**config.mk**
```make
export PLATFORM = sky130hd
export DESIGN_NAME = nand_ecc_engine
export DESIGN_NICKNAME = d
export VERILOG_FILES = /design/src/rtl/nand_ecc_pkg.sv /design/src/rtl/ecc_mode_reg.sv /design/src/rtl/ecc_byte_counter.sv /design/src/rtl/ecc_chunk_parity.sv /design/src/rtl/ecc_readout_seq.sv /design/src/rtl/nand_ecc_engine.sv
export SDC_FILE = /design/constraint.sdc
export NUM_CORES = 1
export LEC_CHECK = 0
export BUFFER_PORTS_ARGS = -buffer_cell sky130_fd_sc_hd__clkbuf_2
export CORE_MARGIN = 2
export CORE_UTILIZATION = 40
export DETAILED_ROUTE_END_ITERATION = 10
export SLEW_MARGIN = 15
export SYNTH_ARGS = -nofsm -noshare
export SYNTH_HDL_FRONTEND = slang
export SYNTH_SLANG_ARGS = --single-unit
```
**constraint.sdc**
```tcl
create_clock -name clk -period 3.65 [get_ports clk]
set_clock_uncertainty 0.2 [all_clocks]
set_input_delay 1.095 -clock clk [delete_from_list [all_inputs] [get_ports clk]]
set_output_delay 1.095 -clock clk [all_outputs]
set_load 0.1 [all_outputs]
```
**src/rtl/nand_ecc_pkg.sv**
```systemverilog
// Package: shared mode encoding, chunk geometry and column-parity helper
// for the NAND page ECC engine. Assumes 8-bit data and 256-byte chunks.
package nand_ecc_pkg;

    localparam int CHUNK_BYTES = 256;
    localparam int ADDR_W      = 8;
    localparam int LINE_W      = 2 * ADDR_W;
    localparam int COL_W       = 6;

    typedef enum logic [1:0] {
        ECC_IDLE  = 2'b00,
        ECC_ACCUM = 2'b01,
        ECC_DUMP  = 2'b10,
        ECC_CLEAR = 2'b11
    } ecc_mode_e;

    // Six column parities of one byte, grouped by bit-index halves.
    function automatic logic [COL_W-1:0] col_parity(input logic [7:0] b);
        logic [COL_W-1:0] c;
        c[0] = b[0] ^ b[2] ^ b[4] ^ b[6];
        c[1] = b[1] ^ b[3] ^ b[5] ^ b[7];
        c[2] = b[0] ^ b[1] ^ b[4] ^ b[5];
        c[3] = b[2] ^ b[3] ^ b[6] ^ b[7];
        c[4] = b[0] ^ b[1] ^ b[2] ^ b[3];
        c[5] = b[4] ^ b[5] ^ b[6] ^ b[7];
        return c;
    endfunction

endpackage

```
**src/rtl/ecc_mode_reg.sv**
```systemverilog
// Module: ecc_mode_reg
// Holds the 2-bit ECC mode written by software and decodes it into the
// clear, accumulate and read-out enables. Assumes the write strobe is a
// single-cycle pulse aligned to clk.
module ecc_mode_reg
    import nand_ecc_pkg::*;
(
    input  logic       clk,
    input  logic       rst_n,
    input  logic       mode_we,
    input  logic [1:0] mode_field,
    output ecc_mode_e  mode_q,
    output logic       clr,
    output logic       accum,
    output logic       dump
);

    // Mode register: loads the field on a write, idles after reset.
    always_ff @(posedge clk) begin
        if (!rst_n)       mode_q <= ECC_IDLE;
        else if (mode_we) mode_q <= ecc_mode_e'(mode_field);
    end

    // Decode the held mode into one enable per action.
    always_comb begin
        clr   = (mode_q == ECC_CLEAR);
        accum = (mode_q == ECC_ACCUM);
        dump  = (mode_q == ECC_DUMP);
    end

    assert_mode_load_R1: assert property (@(posedge clk) disable iff (!rst_n)
        mode_we |=> mode_q == $past(mode_field));

    assert_mode_onehot_R1: assert property (@(posedge clk) disable iff (!rst_n)
        $onehot0({clr, accum, dump}));

endmodule

```
**src/rtl/ecc_byte_counter.sv**
```systemverilog
// Module: ecc_byte_counter
// Counts accumulated bytes across the page and splits the count into a
// chunk select and a byte offset within the chunk. Saturates once the
// page is full, so further bytes are not taken.
module ecc_byte_counter
    import nand_ecc_pkg::*;
#(
    parameter int CHUNKS = 2,
    localparam int TOTAL = CHUNKS * CHUNK_BYTES,
    localparam int CNT_W = $clog2(TOTAL + 1),
    localparam int SEL_W = (CHUNKS > 1) ? $clog2(CHUNKS) : 1
)(
    input  logic              clk,
    input  logic              rst_n,
    input  logic              clr,
    input  logic              accum,
    input  logic              byte_valid,
    output logic              take,
    output logic [ADDR_W-1:0] addr,
    output logic [SEL_W-1:0]  sel
);

    logic [CNT_W-1:0] cnt_q;
    logic             full;

    // Accept a byte only in accumulate mode and while the page has room.
    always_comb begin
        full = (cnt_q == CNT_W'(TOTAL));
        take = accum && byte_valid && !full;
        addr = cnt_q[ADDR_W-1:0];
        sel  = SEL_W'(cnt_q >> ADDR_W);
    end

    // Position counter: zeroed by reset or clear, bumped per taken byte.
    always_ff @(posedge clk) begin
        if (!rst_n || clr) cnt_q <= '0;
        else if (take)     cnt_q <= cnt_q + 1'b1;
    end

    assert_count_cleared_R2: assert property (@(posedge clk) disable iff (!rst_n)
        clr |=> cnt_q == '0);

    assert_count_idle_R3: assert property (@(posedge clk) disable iff (!rst_n)
        (!clr && !(accum && byte_valid)) |=> $stable(cnt_q));

    assert_count_bound_R4: assert property (@(posedge clk) disable iff (!rst_n)
        cnt_q <= CNT_W'(TOTAL));

endmodule

```
**src/rtl/ecc_chunk_parity.sv**
```systemverilog
// Module: ecc_chunk_parity
// Line and column parity accumulator for one 256-byte chunk. Emits the
// inverted code as {column byte, upper line byte, lower line byte}.
// Assumes at most one byte per cycle and that clear and add never coincide.
module ecc_chunk_parity
    import nand_ecc_pkg::*;
(
    input  logic              clk,
    input  logic              rst_n,
    input  logic              clr,
    input  logic              add,
    input  logic [ADDR_W-1:0] addr,
    input  logic [7:0]        data,
    output logic [23:0]       code
);

    logic [LINE_W-1:0] lp_q;
    logic [COL_W-1:0]  cp_q;
    logic [LINE_W-1:0] line_mask;
    logic              byte_par;

    assign byte_par = ^data;

    // Steer the byte parity into the odd or even line bit of each address bit.
    for (genvar k = 0; k < ADDR_W; k++) begin : g_line
        assign line_mask[2*k+1] = byte_par &  addr[k];
        assign line_mask[2*k]   = byte_par & ~addr[k];
    end

    // Parity registers: cleared together, folded in per accepted byte.
    always_ff @(posedge clk) begin
        if (!rst_n || clr) begin
            lp_q <= '0;
            cp_q <= '0;
        end else if (add) begin
            lp_q <= lp_q ^ line_mask;
            cp_q <= cp_q ^ col_parity(data);
        end
    end

    // Pack inverted parities; the two spare column bits read as ones.
    assign code = {~cp_q, 2'b11, ~lp_q[15:8], ~lp_q[7:0]};

    assert_parity_cleared_R2: assert property (@(posedge clk) disable iff (!rst_n)
        clr |=> (lp_q == '0) && (cp_q == '0));

    assert_parity_hold_R3: assert property (@(posedge clk) disable iff (!rst_n)
        (!clr && !add) |=> $stable(lp_q) && $stable(cp_q));

    assert_line_weight_R5: assert property (@(posedge clk) disable iff (!rst_n)
        (add && !clr) |=> $countones(lp_q ^ $past(lp_q)) == ((^$past(data)) ? ADDR_W : 0));

endmodule

```
**src/rtl/ecc_readout_seq.sv**
```systemverilog
// Module: ecc_readout_seq
// Read-out position for the code bytes: a slot within the chunk (0..2)
// and a chunk index. Advances on each data-register read in read-out mode
// and wraps after the last byte of the last chunk.
module ecc_readout_seq
    import nand_ecc_pkg::*;
#(
    parameter int CHUNKS = 2,
    localparam int SEL_W = (CHUNKS > 1) ? $clog2(CHUNKS) : 1,
    localparam logic [SEL_W-1:0] LAST = SEL_W'(CHUNKS - 1)
)(
    input  logic             clk,
    input  logic             rst_n,
    input  logic             clr,
    input  logic             dump,
    input  logic             code_rd,
    output logic [1:0]       slot,
    output logic [SEL_W-1:0] chunk
);

    logic step;
    assign step = dump && code_rd;

    // Position register: slot steps 0,1,2 then the chunk moves on.
    always_ff @(posedge clk) begin
        if (!rst_n || clr) begin
            slot  <= '0;
            chunk <= '0;
        end else if (step) begin
            if (slot == 2'd2) begin
                slot  <= '0;
                chunk <= (chunk == LAST) ? '0 : chunk + 1'b1;
            end else begin
                slot <= slot + 1'b1;
            end
        end
    end

    assert_slot_range_R7: assert property (@(posedge clk) disable iff (!rst_n)
        slot != 2'd3);

    assert_wrap_R7: assert property (@(posedge clk) disable iff (!rst_n)
        (step && !clr && slot == 2'd2 && chunk == LAST) |=> (slot == 2'd0) && (chunk == '0));

    assert_read_hold_R8: assert property (@(posedge clk) disable iff (!rst_n)
        (!clr && !step) |=> $stable(slot) && $stable(chunk));

endmodule

```
**src/rtl/nand_ecc_engine.sv**
```systemverilog
// Module: nand_ecc_engine (top)
// Hardware ECC generator beside a NAND data register: accumulates one
// 3-byte code per 256-byte chunk under a 2-bit mode field and returns the
// codes through the data register in a permuted order. Assumes at most
// one byte and one read per cycle.
module nand_ecc_engine
    import nand_ecc_pkg::*;
#(
    parameter int CHUNKS = 2,
    localparam int SEL_W = (CHUNKS > 1) ? $clog2(CHUNKS) : 1
)(
    input  logic       clk,
    input  logic       rst_n,
    input  logic       mode_we,
    input  logic [1:0] mode_field,
    input  logic       byte_valid,
    input  logic [7:0] byte_data,
    input  logic       code_rd,
    output logic [1:0] ecc_mode,
    output logic [7:0] code_byte
);

    ecc_mode_e         mode_q;
    logic              clr, accum, dump;
    logic              take;
    logic [ADDR_W-1:0] addr;
    logic [SEL_W-1:0]  sel;
    logic [1:0]        rd_slot;
    logic [SEL_W-1:0]  rd_chunk;
    logic [23:0]       codes [CHUNKS];
    logic [23:0]       cur_code;

    ecc_mode_reg u_mode (
        .clk        (clk),
        .rst_n      (rst_n),
        .mode_we    (mode_we),
        .mode_field (mode_field),
        .mode_q     (mode_q),
        .clr        (clr),
        .accum      (accum),
        .dump       (dump)
    );

    ecc_byte_counter #(.CHUNKS(CHUNKS)) u_count (
        .clk        (clk),
        .rst_n      (rst_n),
        .clr        (clr),
        .accum      (accum),
        .byte_valid (byte_valid),
        .take       (take),
        .addr       (addr),
        .sel        (sel)
    );

    // One parity accumulator per chunk, enabled by the chunk select.
    for (genvar c = 0; c < CHUNKS; c++) begin : g_chunk
        ecc_chunk_parity u_par (
            .clk   (clk),
            .rst_n (rst_n),
            .clr   (clr),
            .add   (take && (sel == SEL_W'(c))),
            .addr  (addr),
            .data  (byte_data),
            .code  (codes[c])
        );
    end

    ecc_readout_seq #(.CHUNKS(CHUNKS)) u_read (
        .clk     (clk),
        .rst_n   (rst_n),
        .clr     (clr),
        .dump    (dump),
        .code_rd (code_rd),
        .slot    (rd_slot),
        .chunk   (rd_chunk)
    );

    // Pick the chunk addressed by the read-out position.
    always_comb begin
        cur_code = codes[0];
        for (int c = 0; c < CHUNKS; c++)
            if (rd_chunk == SEL_W'(c)) cur_code = codes[c];
    end

    // Permuted byte order within a chunk: upper line, lower line, column.
    always_comb begin
        case (rd_slot)
            2'd0:    code_byte = cur_code[15:8];
            2'd1:    code_byte = cur_code[7:0];
            default: code_byte = cur_code[23:16];
        endcase
    end

    assign ecc_mode = mode_q;

    assert_spare_ones_R6: assert property (@(posedge clk) disable iff (!rst_n)
        (rd_slot == 2'd2) |-> (code_byte[1:0] == 2'b11));

endmodule

```
==> impl_results.md, run 1 <==
- Switching part of the total: 27.3%
- Synth unique cells: 33
- Pin count of the biggest net entering global routing: 63
- Worst-case clock buffer depth: 2
- Kind of start point of the critical path: flop
- Hold Fails Final Rpt: 0
- Drt first-iter violations: 176
- Tightest slew margin relative to the limit: 51.2%
- Area added between synthesis and finish: 19.5%
- End of the worst register-to-register path: g_chunk[0].u_par.lp_q[8]$_SDFFE_PP0P_
- Synthesized cell area: 2960 µm²
- Classification of the worst setup path: flop to output port
- Post-CTS clock slew at the launch and capture registers of the worst setup and hold paths: 0.06 ns
- Vias per cell: 5.52
- Routed Antenna Nets: 0
- Int Power: 1.13 mW
- Number of antenna violations at the first check in global routing: 0
- Total CTS buffers: 9
- Total Die Area: 8110 µm²
- Crit path max-delay family: multiplexers
- Data required time at the worst endpoint: 2.35 ns
- CORE AREA: 7210 µm²
- Overflow left after global routing: 0
- Worst path slowest cell: sky130_fd_sc_hd__mux4_2
- Final Wtd Congestion: 0.794
- Run status: finished, final reports clean
- Transition time of the tightest slew-check pin: 0.730 ns
- Count of cells along the worst hold path: 2
- Power share of the sequential group: 42.4%
- Static power due to leakage: 1.20 nW
- Number of warnings reported in the yosys synthesis log: 0
- Number of flops mapped to enable cells by yosys: 0
- Seq cells post-synth: 59
- Number of iterations in the first detailed-routing pass: 4
- Worst hold path startpoint: g_chunk[1].u_par.lp_q[2]$_SDFFE_PP0P_
- Source-to-sink clock delay at the later pin of the worst-skew pair: 0.33 ns
- DP Area: 3320 µm²
- Largest incremental delay on the critical path: 0.54 ns
- Cell breakdown of the critical path: buf_4, mux4_2, o21ai_2, buf_12
- Depth of the worst register-to-register path: 6
- Most used flip-flop cell after synthesis: sky130_fd_sc_hd__dfxtp_1
- Clock share of power: 43.2%
- Wirelength per Cell: 14.9 µm
- Net load switching power: 0.426 mW
- Multi-input gate area: 1700 µm²
- Total routed wirelength: 6.90 mm
- Area taken by flip-flops and latches: 1180 µm²
- Final core area utilization: 49.1%
- TritonCTS clock tree: done
- FF-to-FF Start: u_count.cnt_q[1]$_SDFFE_PP0P_
- Total number of clock tree sinks: 59
- Category of the worst setup path capture point: output port
- Pwr/cell area: 440 nW/µm²
- Number of instances in the synthesized netlist: 346
- Ratio of final minimum period to clock period: 90.4%
- Endpoint arrival time on the critical path: 2.01 ns
- Hold buffer count at cts: 0
- Dpl hpwl: 4.55 mm
- Clock tree root driver cell: sky130_fd_sc_hd__clkbuf_8
- Die width: 90.1 µm
- Portion of the post-synthesis area used by sequential elements: 39.8%
- Design Area, Final: 3540 µm²
- Most used standard cell by instance count after synthesis: sky130_fd_sc_hd__dfxtp_1
- Cell type with the largest total area after synthesis: sky130_fd_sc_hd__dfxtp_1
- Die boundary height: 90.1 µm
- Total Negative Setup Slacks: 0 ns
- Worst VDD drop: 0.227 mV
- Via count of the first global-routing pass: 2,339
- Post-synth top cells: 59 x sky130_fd_sc_hd__dfxtp_1, 39 x sky130_fd_sc_hd__nand2_1, 37 x sky130_fd_sc_hd__a21oi_1, 27 x sky130_fd_sc_hd__nor2_1
- Ports: 25
- Nets in the synthesized netlist: 363
- Max Freq: 303 MHz
- Post CTS Setup Buffer Count: 0
- Resize count post-CTS: 0
- Layout cells sized above 1: 17.5%
- Max-cap violations: 0
- Max Transition Viols Final: 0
- Total number of H-tree levels: 3
- Count of filler cells inserted in the layout: 712
- Avg Inst Size Synth: 8.57 µm²
- Initial standard-cell utilization of the core: 41.1%
- Area fraction of the dominant cell type after synthesis: 39.8%
- Overall via count from detail_route: 2,559
- Final critical delay including setup and external delays: 3.30 ns
- Proportion of register bits with asynchronous set or reset after synthesis: 0%
- Final setup violating endpoints: 0
- Gate power share: 14.4%
- Biggest area contributors in the synthesized netlist: sky130_fd_sc_hd__dfxtp_1 40%, sky130_fd_sc_hd__a21oi_1 6.2%, sky130_fd_sc_hd__mux4_2 6.1%
- Buffers & Inverters on Critical Path: 2
- Worst hold endpoint: g_chunk[1].u_par.lp_q[2]$_SDFFE_PP0P_
- RSZ-0062 raised after global routing: false
- Maximum fanout count along the critical path: 8
- DRC Markers: 0
- Layout net count: 377
- Row count: 31
- Count of input and output buffers: 24
- Wire length of the first global-routing pass: 11.5 mm
- Gr usage total: 17.7%
- Class of the most critical hold timing path: flop to flop
- Setup slack on the worst flop-to-flop path: 1.22 ns
- Antenna Cells: 0
[layer usage]
layer | GRT usage, % | routed length [µm]
met4 | 5.51 | 121
met1 | 22.9 | 3250
met3 | 4.95 | 326
met2 | 28.7 | 3200
met5 | 0 | 0
[worst reg2reg max path, cell delays in order, from the launching register on]
cell and delay (ns):
sky130_fd_sc_hd__dfxtp_1 0.53, sky130_fd_sc_hd__inv_1 0.14, sky130_fd_sc_hd__ha_1 0.20, sky130_fd_sc_hd__nor4b_1 0.16, sky130_fd_sc_hd__a211o_1 0.50, sky130_fd_sc_hd__or4_1 0.48
sky130_fd_sc_hd__a21oi_1 0.14
[placed cells by master (no fill, tap or decap), types with 11 or more instances in the layout]
| cell type | instances |
|---|---|
| sky130_fd_sc_hd__dfxtp_1 | 59 |
| sky130_fd_sc_hd__nand2_1 | 38 |
| sky130_fd_sc_hd__nor2_1 | 27 |
| sky130_fd_sc_hd__o31ai_1 | 14 |
| sky130_fd_sc_hd__xor2_1 | 16 |
| sky130_fd_sc_hd__or3_1 | 20 |
| sky130_fd_sc_hd__clkbuf_2 | 17 |
| sky130_fd_sc_hd__or4_1 | 14 |
| sky130_fd_sc_hd__xnor2_1 | 17 |
| sky130_fd_sc_hd__a21oi_1 | 37 |
| sky130_fd_sc_hd__clkbuf_8 | 11 |
| sky130_fd_sc_hd__o21ai_0 | 20 |
[kinds of logic (layout without fill, tap and decap cells)]
family / after synthesis / count (layout) / synth area share, %
AO/OA/AOI/OAI: 82 / 82 / 15.5
XOR/XNOR: 34 / 34 / 10.0
AND/OR/NAND/NOR: 121 / 121 / 20.9
buffers and inverters: 32 / 51 / 4.09
adder cells (fa/ha/maj): 2 / 2 / 0.844
flip-flops: 59 / 59 / 39.8
multiplexers: 16 / 16 / 8.78
[power by group through the flow]
stage / registers, mW / logic (mW) / clock network, mW
final: 0.662 / 0.224 / 0.674
after global placement: 0.676 / 0.219 / 0
after global routing: 0.663 / 0.246 / 0.721
after detailed placement: 0.677 / 0.223 / 0
after CTS: 0.662 / 0.224 / 0.687
after floorplan: 0.682 / 0.154 / 0
[metrics by stage]
step / worst slack [ns] / power, mW / hold slack, ns / std cells
final: 0.349 / 1.56 / 0.274 / 464
after global placement: 0.520 / 0.895 / 0.257 / 448
after global routing: 0.231 / 1.63 / 0.291 / 464
after CTS: 0.316 / 1.57 / 0.278 / 464
after detailed placement: 0.447 / 0.900 / 0.269 / 448
after floorplan: -0.132 / 0.836 / 0.249 / 346
[sequential cells by signal (all words and copies together) (netlist names)]
| name | count |
|---|---|
| u_count.cnt_q | 10 |
| g_chunk.u_par.cp_q | 12 |
| u_read.chunk | 1 |
| g_chunk.u_par.lp_q | 32 |
| u_read.slot | 2 |
| u_mode.mode_q | 2 |
[layout make-up]
| cell class | count | share of cell area (%) |
|---|---|---|
| Multi-Input combinational cell | 255 | 48.0 |
| Sequential cell | 59 | 33.3 |
| Timing Repair Buffer | 32 | 8.41 |
| Clock buffer | 11 | 4.27 |
| Tap cell | 99 | 3.50 |
| Clock inverter | 5 | 2.12 |
| Inverter | 3 | 0.318 |
[worst max-delay path by stage]
| stage | startpoint | end | slack, ns | depth (start not counted) |
|---|---|---|---|---|
| 3_3_place_gp | byte_data[3] | g_chunk[0].u_par.lp_q[12]$_SDFFE_PP0P_ | 0.52 | 7 |
| 3_5_place_dp | byte_data[3] | g_chunk[0].u_par.lp_q[10]$_SDFFE_PP0P_ | 0.45 | 7 |
| 4_1_cts | u_read.chunk$_SDFFE_PP0P_ | code_byte[2] | 0.32 | 4 |
| 6_report | u_read.chunk$_SDFFE_PP0P_ | code_byte[2] | 0.35 | 4 |
| 2_1_floorplan | u_read.chunk$_SDFFE_PP0P_ | code_byte[6] | -0.13 | 4 |
| 5_1_grt | u_read.chunk$_SDFFE_PP0P_ | code_byte[2] | 0.23 | 4 |
Note: power is estimated with default switching activity, not from simulation.
==> run 2: changes to the inputs <==
--- a/config.mk
+++ b/config.mk
@@ -6,9 +6,11 @@
 export NUM_CORES = 1
 export LEC_CHECK = 0
 export BUFFER_PORTS_ARGS = -buffer_cell sky130_fd_sc_hd__clkbuf_2
+export CORE_ASPECT_RATIO = 0.8
 export CORE_MARGIN = 2
-export CORE_UTILIZATION = 40
+export CORE_UTILIZATION = 55
 export DETAILED_ROUTE_END_ITERATION = 10
+export PLACE_DENSITY = 0.74
 export SLEW_MARGIN = 15
 export SYNTH_ARGS = -nofsm -noshare
 export SYNTH_HDL_FRONTEND = slang
==> impl_results.md, run 2 (synthesis results as in run 1) <==
- Count of filler cells inserted in the layout: 394 (-45%)
- Worst-case clock buffer depth: 2 (unchanged)
- Number of iterations in the first detailed-routing pass: 4 (unchanged)
- Pin count of the biggest net entering global routing: 63 (unchanged)
- Source-to-sink clock delay at the later pin of the worst-skew pair: 0.34 ns (about the same)
- Final critical delay including setup and external delays: 3.26 ns (-0.0441 ns)
- Run status: finished, final reports clean
- CORE AREA: 5090 µm² (-29%)
- Layout cells sized above 1: 17.2% (-0.32 points)
- RSZ-0062 raised after global routing: false
- TritonCTS clock tree: done
- Multi-input gate area: 1700 µm² (unchanged)
- Ratio of final minimum period to clock period: 89.2% (-1.2 points)
- Die boundary height: 69.7 µm (-23%)
- Kind of start point of the critical path: flop
- Total number of H-tree levels: 3 (unchanged)
- Max FFs per register: 32 (unchanged)
- Die width: 86.1 µm (-4.4%)
- Design Area, Final: 3470 µm² (-2.1%)
- Static power due to leakage: 1.18 nW (-1.2%)
- Area taken by flip-flops and latches: 1180 µm² (unchanged)
- Final Wtd Congestion: 0.785 (-1.1%)
- DP Area: 3280 µm² (-1.2%)
- Cell breakdown of the critical path: buf_4, mux4_2, o21ai_2, clkbuf_2
- Filler-free cell count of the finished design: 428 (-7.8%)
- Max-cap violations: 0 (unchanged)
- Routed Antenna Nets: 0 (unchanged)
- Endpoint arrival time on the critical path: 1.96 ns (-0.05 ns)
- Area added between synthesis and finish: 17.0%
- Registers with the most flip-flops: g_chunk.u_par.lp_q: 32 flops, g_chunk.u_par.cp_q: 12 flops, u_count.cnt_q: 10 flops
- Total number of clock tree sinks: 59 (unchanged)
- Tightest slew margin relative to the limit: 53.4% (+2.2 points)
- DRC Markers: 0 (unchanged)
- Hold Fails Final Rpt: 0 (unchanged)
- Post CTS Setup Buffer Count: 0 (unchanged)
- Via count of the first global-routing pass: 2,483 (+6.2%)
- Overall via count from detail_route: 2,539 (-0.78%)
- Class of the most critical hold timing path: flop to flop
- Number of antenna violations at the first check in global routing: 0 (unchanged)
- Worst path slowest cell: sky130_fd_sc_hd__mux4_2
- Post-CTS clock slew at the launch and capture registers of the worst setup and hold paths: 0.06 ns (about the same)
- Wire length of the first global-routing pass: 11.5 mm (about the same)
- Max Transition Viols Final: 0 (unchanged)
- Ports: 25 (unchanged)
- Category of the worst setup path capture point: output port
- Initial standard-cell utilization of the core: 58.2% (+17 points)
- Resize count post-CTS: 0 (unchanged)
- Pwr/cell area: 425 nW/µm² (-3.5%)
- Dpl hpwl: 4.56 mm (+0.16%)
- Dpl cells: 412 (-8.0%)
- Count of cells along the worst hold path: 2 (unchanged)
- Total routed wirelength: 6.80 mm (-1.4%)
- Drt first-iter violations: 172 (-2.3%)
- Clock tree root driver cell: sky130_fd_sc_hd__clkbuf_8
- Classification of the worst setup path: flop to output port
- Wirelength per Cell: 15.9 µm (+6.9%)
- Most common cell after layout, fill and taps aside: sky130_fd_sc_hd__dfxtp_1
- Layout net count: 378 (+0.27%)
- Overflow left after global routing: 0 (unchanged)
- Antenna Cells: 0 (unchanged)
- Depth of the worst register-to-register path: 6 (unchanged)
- Max Freq: 307 MHz (+1.4%)
- Register ranked first by flip-flop count: g_chunk.u_par.lp_q
- Total Die Area: 6000 µm² (-26%)
- Worst VDD drop: 0.331 mV (+46%)
- Gr usage total: 24.4% (+6.7 points)
- Maximum fanout count along the critical path: 12 (+4)
- Largest incremental delay on the critical path: 0.53 ns (about the same)
- Transition time of the tightest slew-check pin: 0.697 ns (-0.0323 ns)
- Final setup violating endpoints: 0 (unchanged)
- Row count: 23 (-26%)
- Data required time at the worst endpoint: 2.35 ns (about the same)
- Total CTS buffers: 9 (unchanged)
- Top library cells by usage in the layout, fill and taps aside: 59 x sky130_fd_sc_hd__dfxtp_1, 38 x sky130_fd_sc_hd__nand2_1, 37 x sky130_fd_sc_hd__a21oi_1
- Count of input and output buffers: 24 (unchanged)
- Hold buffer count at cts: 0 (unchanged)
- Vias per cell: 5.93 (+7.6%)
[run 2: where the power goes]
part           switching, mW  internal (mW)
combinational          0.167         0.0745
clock                  0.251          0.320
sequential           0.00818          0.653
total                  0.426           1.05
[run 2: final timing paths]
kind                                     startpoint                                      to  slack, ns
min reg2reg  g_chunk[1].u_par.lp_q[12]$_SDFFE_PP0P_  g_chunk[1].u_par.lp_q[12]$_SDFFE_PP0P_       0.28
max reg2reg           u_count.cnt_q[1]$_SDFFE_PP0P_  g_chunk[0].u_par.lp_q[12]$_SDFFE_PP0P_       1.24
min          g_chunk[1].u_par.lp_q[12]$_SDFFE_PP0P_  g_chunk[1].u_par.lp_q[12]$_SDFFE_PP0P_       0.28
max                     u_read.slot[0]$_SDFFE_PP0P_                            code_byte[7]       0.39
[run 2: final cells by class]
cell class	count	area share (%)
Timing Repair Buffer	33	8.80
Tap cell	62	2.24
Multi-Input combinational cell	255	49.1
Clock buffer	15	5.38
Inverter	3	0.325
Clock inverter	1	0.144
Sequential cell	59	34.1
[run 2: per-stage QoR]
stage	util [%]	hold slack [ns]	setup slack [ns]	total power, mW	setup TNS, ns
global placement	64.3	0.256	0.650	0.908	0
global route	68.1	0.307	0.319	1.53	0
finish	68.1	0.280	0.393	1.47	0
floorplan	-	0.249	-0.132	0.836	-0.132
detailed placement	64.3	0.269	0.520	0.916	0
CTS	68.1	0.278	0.376	1.48	0
[run 2: metal layers]
metal  wire, µm  global-route usage (%)  vias up
met4        104                    8.82        0
met2       3170                    37.9       70
met1       3140                    32.6     1193
met5          0                       0        -
met3        372                    6.55       13
li1           -                       -     1263
[run 2: critical path: cells and delay by family, from the launching register on]
| family | cells | cell delay [ns] |
|---|---|---|
| muxes | 1 | 0.53 |
| AOI/OAI and AO/OA | 1 | 0.12 |
| buffers and inverters | 2 | 0.67 |
| DFF | 1 | 0.30 |
